===== config.mk =====
export PLATFORM = sky130hd
export DESIGN_NAME = flux_window_sep
export DESIGN_NICKNAME = d
export VERILOG_FILES = /design/src/rtl/fws_pkg.sv /design/src/rtl/fws_flux_capture.sv /design/src/rtl/fws_pulse_shaper.sv /design/src/rtl/fws_phase_ring.sv /design/src/rtl/flux_window_sep.sv
export SDC_FILE = /design/constraint.sdc
export NUM_CORES = 1
export LEC_CHECK = 0
export CORE_MARGIN = 2
export CORE_UTILIZATION = 45
export CTS_CLUSTER_DIAMETER = 150
export DETAILED_ROUTE_END_ITERATION = 10
export SLEW_MARGIN = 15
export SYNTH_ARGS = -nofsm -noshare
export SYNTH_HDL_FRONTEND = slang
export SYNTH_SLANG_ARGS = --single-unit
export TNS_END_PERCENT = 30

===== constraint.sdc =====
create_clock -name clk -period 1.4 [get_ports clk]
set_input_delay 0.28 -clock clk [delete_from_list [all_inputs] [get_ports clk]]
set_output_delay 0.28 -clock clk [all_outputs]
set_load 0.03 [all_outputs]

===== src/rtl/fws_pkg.sv =====
package fws_pkg;
  localparam int unsigned FWS_SYNC_STAGES  = 2;
  localparam int unsigned FWS_PULSE_TICKS  = 2;
  localparam int unsigned FWS_RING_W       = 8;
endpackage


===== src/rtl/fws_flux_capture.sv =====
module fws_flux_capture #(
  parameter int unsigned STAGES = 2
) (
  input  logic clk,
  input  logic rst_n,
  input  logic tick_en,
  input  logic rd_flux,
  output logic fire,
  output logic pending
);
  logic [STAGES-1:0] sync_q;
  logic              last_q;
  logic              rise;

  // synchronizer chain, runs on every clock regardless of the enable
  genvar g;
  generate
    for (g = 0; g < STAGES; g++) begin : g_sync
      if (g == 0) begin : g_first
        always_ff @(posedge clk) begin
          if (!rst_n) sync_q[0] <= 1'b0;
          else        sync_q[0] <= rd_flux;
        end
      end else begin : g_next
        always_ff @(posedge clk) begin
          if (!rst_n) sync_q[g] <= 1'b0;
          else        sync_q[g] <= sync_q[g-1];
        end
      end
    end
  endgenerate

  always_ff @(posedge clk) begin
    if (!rst_n) last_q <= 1'b0;
    else        last_q <= sync_q[STAGES-1];
  end

  assign rise = sync_q[STAGES-1] & ~last_q;

  // an edge is kept until a tick consumes it
  always_ff @(posedge clk) begin
    if (!rst_n)       pending <= 1'b0;
    else if (tick_en) pending <= 1'b0;
    else if (rise)    pending <= 1'b1;
  end

  assign fire = tick_en & (pending | rise);
endmodule


===== src/rtl/fws_pulse_shaper.sv =====
module fws_pulse_shaper #(
  parameter int unsigned PULSE_TICKS = 2
) (
  input  logic clk,
  input  logic rst_n,
  input  logic tick_en,
  input  logic fire,
  output logic data_pulse
);
  localparam int unsigned CW = $clog2(PULSE_TICKS + 1);

  logic [CW-1:0] left_q;

  always_ff @(posedge clk) begin
    if (!rst_n) begin
      left_q <= '0;
    end else if (tick_en) begin
      if (fire)              left_q <= CW'(PULSE_TICKS);
      else if (left_q != '0) left_q <= left_q - CW'(1);
    end
  end

  assign data_pulse = (left_q != '0);
endmodule


===== src/rtl/fws_phase_ring.sv =====
module fws_phase_ring #(
  parameter int unsigned RING_W = 8
) (
  input  logic              clk,
  input  logic              rst_n,
  input  logic              tick_en,
  input  logic              fire,
  output logic [RING_W-1:0] ring,
  output logic              data_window
);
  logic top_q;
  logic top_moved;

  assign top_moved = ring[RING_W-1] ^ top_q;

  always_ff @(posedge clk) begin
    if (!rst_n) begin
      ring        <= '0;
      top_q       <= 1'b0;
      data_window <= 1'b0;
    end else if (tick_en) begin
      if (fire) ring <= '0;
      else      ring <= {ring[RING_W-2:0], ~ring[RING_W-1]};
      top_q       <= ring[RING_W-1];
      data_window <= data_window ^ top_moved;
    end
  end
endmodule


===== src/rtl/flux_window_sep.sv =====
module flux_window_sep
  import fws_pkg::*;
#(
  parameter int unsigned SYNC_STAGES = FWS_SYNC_STAGES,
  parameter int unsigned PULSE_TICKS = FWS_PULSE_TICKS,
  parameter int unsigned RING_W      = FWS_RING_W
) (
  input  logic clk,
  input  logic rst_n,
  input  logic tick_en,
  input  logic rd_flux,
  output logic data_pulse,
  output logic data_window
);
  logic              fire;
  logic              pending;
  logic [RING_W-1:0] ring;

  fws_flux_capture #(.STAGES(SYNC_STAGES)) u_cap (
    .clk     (clk),
    .rst_n   (rst_n),
    .tick_en (tick_en),
    .rd_flux (rd_flux),
    .fire    (fire),
    .pending (pending)
  );

  fws_pulse_shaper #(.PULSE_TICKS(PULSE_TICKS)) u_shape (
    .clk        (clk),
    .rst_n      (rst_n),
    .tick_en    (tick_en),
    .fire       (fire),
    .data_pulse (data_pulse)
  );

  fws_phase_ring #(.RING_W(RING_W)) u_ring (
    .clk         (clk),
    .rst_n       (rst_n),
    .tick_en     (tick_en),
    .fire        (fire),
    .ring        (ring),
    .data_window (data_window)
  );
endmodule


Word level (Yosys, flattened, before mapping). Cells that the tools add are included.

Bits in registers: 16. Input bits: 4. Output and inout port bits: 2. Logic and storage cells: 24.

$add $sub $neg: 1. Multiplexer cells: 3. Bitwise gates (word level): 8. Reduce and logical (&&, ||, !) cells: 4.

Operator list (number): 8-bit 2-to-1 mux (1); 2-bit 2-to-1 mux (2); 2-bit nonzero test (2); 1-bit inverter (3); 1-bit bitwise AND (2); 2-bit AND reduction (1); 2-bit OR reduction (1); 2-bit by 1-bit subtractor with 2-bit output, second input constant (1); 1-bit bitwise XOR (2); 1-bit OR (1).

Logic depth before layout (Yosys ltp).
Word-level depth: 6. Gate-level depth with buffers: 5. Gate-level depth less buffers: 5.

Hierarchy. A second synthesis with hierarchy kept.

Cells, all modules: 76. Area total of the unflattened synthesis: 693.2 µm².

Modules (own cells, without submodules): fws_phase_ring (instances 1, cells each 52, area each 444.2 µm², sequential area each 200.2 µm²); fws_flux_capture (instances 1, cells each 11, area each 135.1 µm², sequential area each 80.1 µm²); fws_pulse_shaper (instances 1, cells each 13, area each 113.9 µm², sequential area each 40.0 µm²).

Worst setup path before layout. No wires, ideal clock.

Path kind: reg2reg. Start point: register u_shape.left_q[0]. End point: register u_shape.left_q[1]. Setup time: 91 ps. Arrival time: 1017 ps. Data required time: 1309 ps. Path slack: 292 ps. Cell stages (with the launch flop): 5. Path buffers: 0. Clock period less this slack: 1108 ps. Path through: dfxtp_1 > inv_1 > ha_1 > and4bb_1 > a311oi_1.

Cells in the longest elaborated chain, start to end: 3. Elaborated cells on any way between the ends: 6. Those cells by class: add/sub (1); mux (2); reduce/logical (3).

RTL lines: start: declaration (line fws_pulse_shaper.sv:12) `logic [CW-1:0] left_q;`; start signal: assignment (line fws_pulse_shaper.sv:18) `if (fire) left_q <= CW'(PULSE_TICKS);`; start signal: assignment (line fws_pulse_shaper.sv:19) `else if (left_q != '0) left_q <= left_q - CW'(1);`; 2-bit by 1-bit subtractor with 2-bit output or 2-bit nonzero test (tied branches) (line fws_pulse_shaper.sv:19); 2-bit 2-to-1 mux or 2-bit nonzero test (tied branches); 2-bit 2-to-1 mux or 2-bit AND reduction (tied branches).

Several ways; a longest one is shown, not always the timed one. The select of a mux whose other input is x is not followed. A chain may end at the register's enable or synchronous reset.

Final worst setup path.
Start point: register u_shape.left_q[1]. End point: output port data_pulse.

Cells in the longest elaborated chain, start to end: 1.

RTL lines: 2-bit nonzero test (line fws_pulse_shaper.sv:23) `assign data_pulse = (left_q != '0);`; end: declaration (line flux_window_sep.sv:12) `output logic data_pulse,`.

Every way passes these cells.

==> flow_summary.yaml <==
grt:
  antenna_found_initial: 0
  overflow: 0
  top_usage_layer: "met2"
  grt_pass1_vias: 410
  grt_util_met1_pct: 17.4
  use_met2_pct: 20.0
  grt_pass1_wl_microns: 1850
  grtUsageTotal_pct: 13.4
  grt_use_met3_pct: 2.50
  grt_max_degree: 17
critical_path:
  r2r_start: "u_shape.left_q[0]"
  slowest_stage: "dfxtp_1"
  r2r-end: "u_shape.left_q[1]"
  crit_chain: "inv_1 > ha_4 > inv_1 > buf_4"
  slowest_delay_ps: 340
  critPathLaunchType: "flop"
  worstSetupEndpointType: "primary output"
  worstPathRequired_ps: 1120
  reg2regPathDepth: 4
  worst-path-max-fanout: 3
  cp_common_cell: "inv_1"
  crit_type: "flop to primary output"
  reg2reg_slack_ps: 250
  crit_arrival_ps: 1070
logic_synthesis:
  post_synth_and_or_nand_nor_area_fraction_pct: 27.5
  synth-seq-cells: 16
  synth-compound-area-share_pct: 3.00
  seq_area_frac_synth_pct: 45.1
  syn_nets: 66
  synthAdderAreaFrac_pct: 1.76
  synth.distinct_cells: 22
  synth_mux_area_share_pct: 14.1
  synth_cells: 61
  synthXorXnorAreaFrac_pct: 2.47
  ys_warn_count: 0
  netlist_area_sq_um: 709
  syn_area_per_cell_sq_um: 11.6
  synth_top_family_by_area: "simple AND/OR/NAND/NOR gates"
routing:
  via_per_inst: 4.88
  dr.pass1.iters: 2
  drc: 0
  wirelength_microns: 1030
  ant_nets: 0
  drt_first_iter_violations: 2
  wl_per_cell_microns: 12.0
  via_count: 420
clocking:
  htreeDepth: 1
  cts_tree: "built"
  cts_made_buffers: 3
  clock_tree.root_cell: "clkbuf_4"
  cts_max_path_buffers: 2
  clkLatencyLatePin_ps: 280
  clkSinkCount: 16
  clkTransAtPathRegs_ps: 90
  postCtsSetupBuffers: 0
hold_path:
  whs_endpoint: "u_cap.sync_q[1]"
  min_from: "u_cap.sync_q[0]"
  holdPathStages: 1
  min_path_type: "flop to flop"
run:
  drv_cap: 0
timing:
  worst_slew_pin_slew_ps: 306
  setup_violations: 0
  fmaxAchievable_mhz: 740
  finalHoldViolations: 0
  maxSlewViolCount: 0
  timing.final.crit_share_pct: 96.6
  holdWs_ps: 441
  maxSlewHeadroom_pct: 79.7
  layout_min_cycle_time_ps: 1350
  finalClockSkew_ps: 2.64
  tns_ps: 0
floorplanning:
  io_pins: 6
  core_sq_um: 1490
  die_h_microns: 43.7
  die-area_sq_um: 1910
  start_util_pct: 47.6
  dieWidth_microns: 43.7
  fp-row-count: 14
cells_and_area:
  num-nets-final: 76
  final_layout_size_suffix_gt1_share_pct: 30.0
  postLayoutCoreUtil_pct: 56.5
  antenna-diode-count: 0
  area_growth_pct: 18.5
  final_cells: 86
placement:
  gp_congestion: 0.687
  placed_cells: 82
  port_buffers: 5
  dp_hpwl_microns: 677
status:
  outcome: "finished clean"
pwr:
  leakage_nw: 0.348
  power_uw: 906
  powerDensity_nw_per_um2: 1080
  vdd_drop_max_v: 0.000524
-- cell families (layout without fill, tap and decap cells) --
kind of cell	count (synthesis)	count (layout)
multiplexers	10	10
buffers and inverters	8	17
adder cells (fa/ha/maj)	1	1
AO/OA/AOI/OAI	3	3
XOR/XNOR	2	2
flip-flops	16	16
AND/OR/NAND/NOR	21	21
-- metrics by stage --
step	cell area [sq um]	setup WS [ps]
after floorplan	709	292
final	841	48.1
after global routing	841	-6.25
after detailed placement	792	-107
after global placement	792	-79.7
after CTS	830	20.5
-- cells in the final DEF (no fill, tap or decap) --
cell and instances:
nor3b_1 1, xnor2_1 1, inv_1 4, clkbuf_4 3, nor3b_2 9, nand2_1 2
buf_12 1, and4bb_1 1, ha_4 1, mux2i_1 10, a311oi_1 1, dlygate4sd2_1 1
and2_1 3, buf_4 4, dfxtp_2 1, nor2_1 1, nor2b_4 1, o21ai_0 1
o21a_1 1, dfxtp_1 15, clkdlybuf4s50_1 3, xor2_1 1, nand2b_1 1, clkbuf_8 1
nor2b_1 2
-- area by class of cell --
class	count	area [sq um]
multi-input cells	37	359
inverters	4	15.0
repair buffers	9	88.8
well taps	16	20.0
fillers	127	648
flip-flops and latches	16	322
clock buffers	4	36.3
-- how the worst max path moves through the flow --
| stage | from | endpoint | slack (ps) | cells after the start |
|---|---|---|---|---|
| 2_1_floorplan | u_shape.left_q[0] | u_shape.left_q[1] | 290 | 4 |
| 3_3_place_gp | tick_en | u_ring.ring[3] | -80 | 4 |
| 3_5_place_dp | tick_en | u_shape.left_q[1] | -110 | 4 |
| 4_1_cts | u_shape.left_q[1] | data_pulse | 20 | 4 |
| 5_1_grt | u_shape.left_q[1] | data_pulse | -6 | 4 |
| 6_report | u_shape.left_q[1] | data_pulse | 50 | 4 |
-- per-layer routing --
metal | vias up | wire, microns
li1 | 223 | -
met4 | 0 | 18
met2 | 4 | 494
met1 | 191 | 492
met3 | 2 | 29
met5 | - | 0
-- critical path, delay by kind of cell, from the launching register on --
family,cells,cell delay (ps)
adder cells (fa/ha/maj),1,180
flip-flops,1,340
buffers and inverters,3,280
-- synthesized netlist by cell type --
library cell   n  share of area [%]
nor3b_1        1                1.1
nor3b_2        9                 16
clkbuf_1       1               0.53
dfxtp_1       16                 45
inv_1          4                2.1
xnor2_1        1                1.2
o21ai_0        1               0.70
nand2_1        2                1.1
buf_2          1               0.70
buf_6          1                1.6
mux2i_1       10                 14
xor2_1         1                1.2
nor2b_4        1                1.9
nand2b_1       1               0.88
nor2_1         1               0.53
and2_1         3                2.6
and4bb_1       1                1.8
o21a_1         1                1.1
buf_4          1                1.1
nor2b_1        2                1.8
ha_1           1                1.8
a311oi_1       1                1.2
-- timing repair --
action | in CTS | in global routing
hold buffers | 0 | 0
gates resized for setup | 2 | 2
pin swaps | 0 | 0
cloned | 0 | 0
setup endpoints to repair | 2 | 1
-- registers in the layout, summed over array words and instances, names as in the netlist --
signal              flops
u_shape.left_q          2
u_ring.data_window      1
u_ring.top_q            1
u_ring.ring             8
u_cap.pending           1
u_cap.sync_q            2
u_cap.last_q            1
-- report_power, final --
group | switching (mW) | internal, mW | leakage (nW)
registers | 0.00746 | 0.471 | 0.131
logic | 0.0610 | 0.0673 | 0.197
clock network | 0.141 | 0.158 | 0.0210
(Power assumes the default switching activity.)
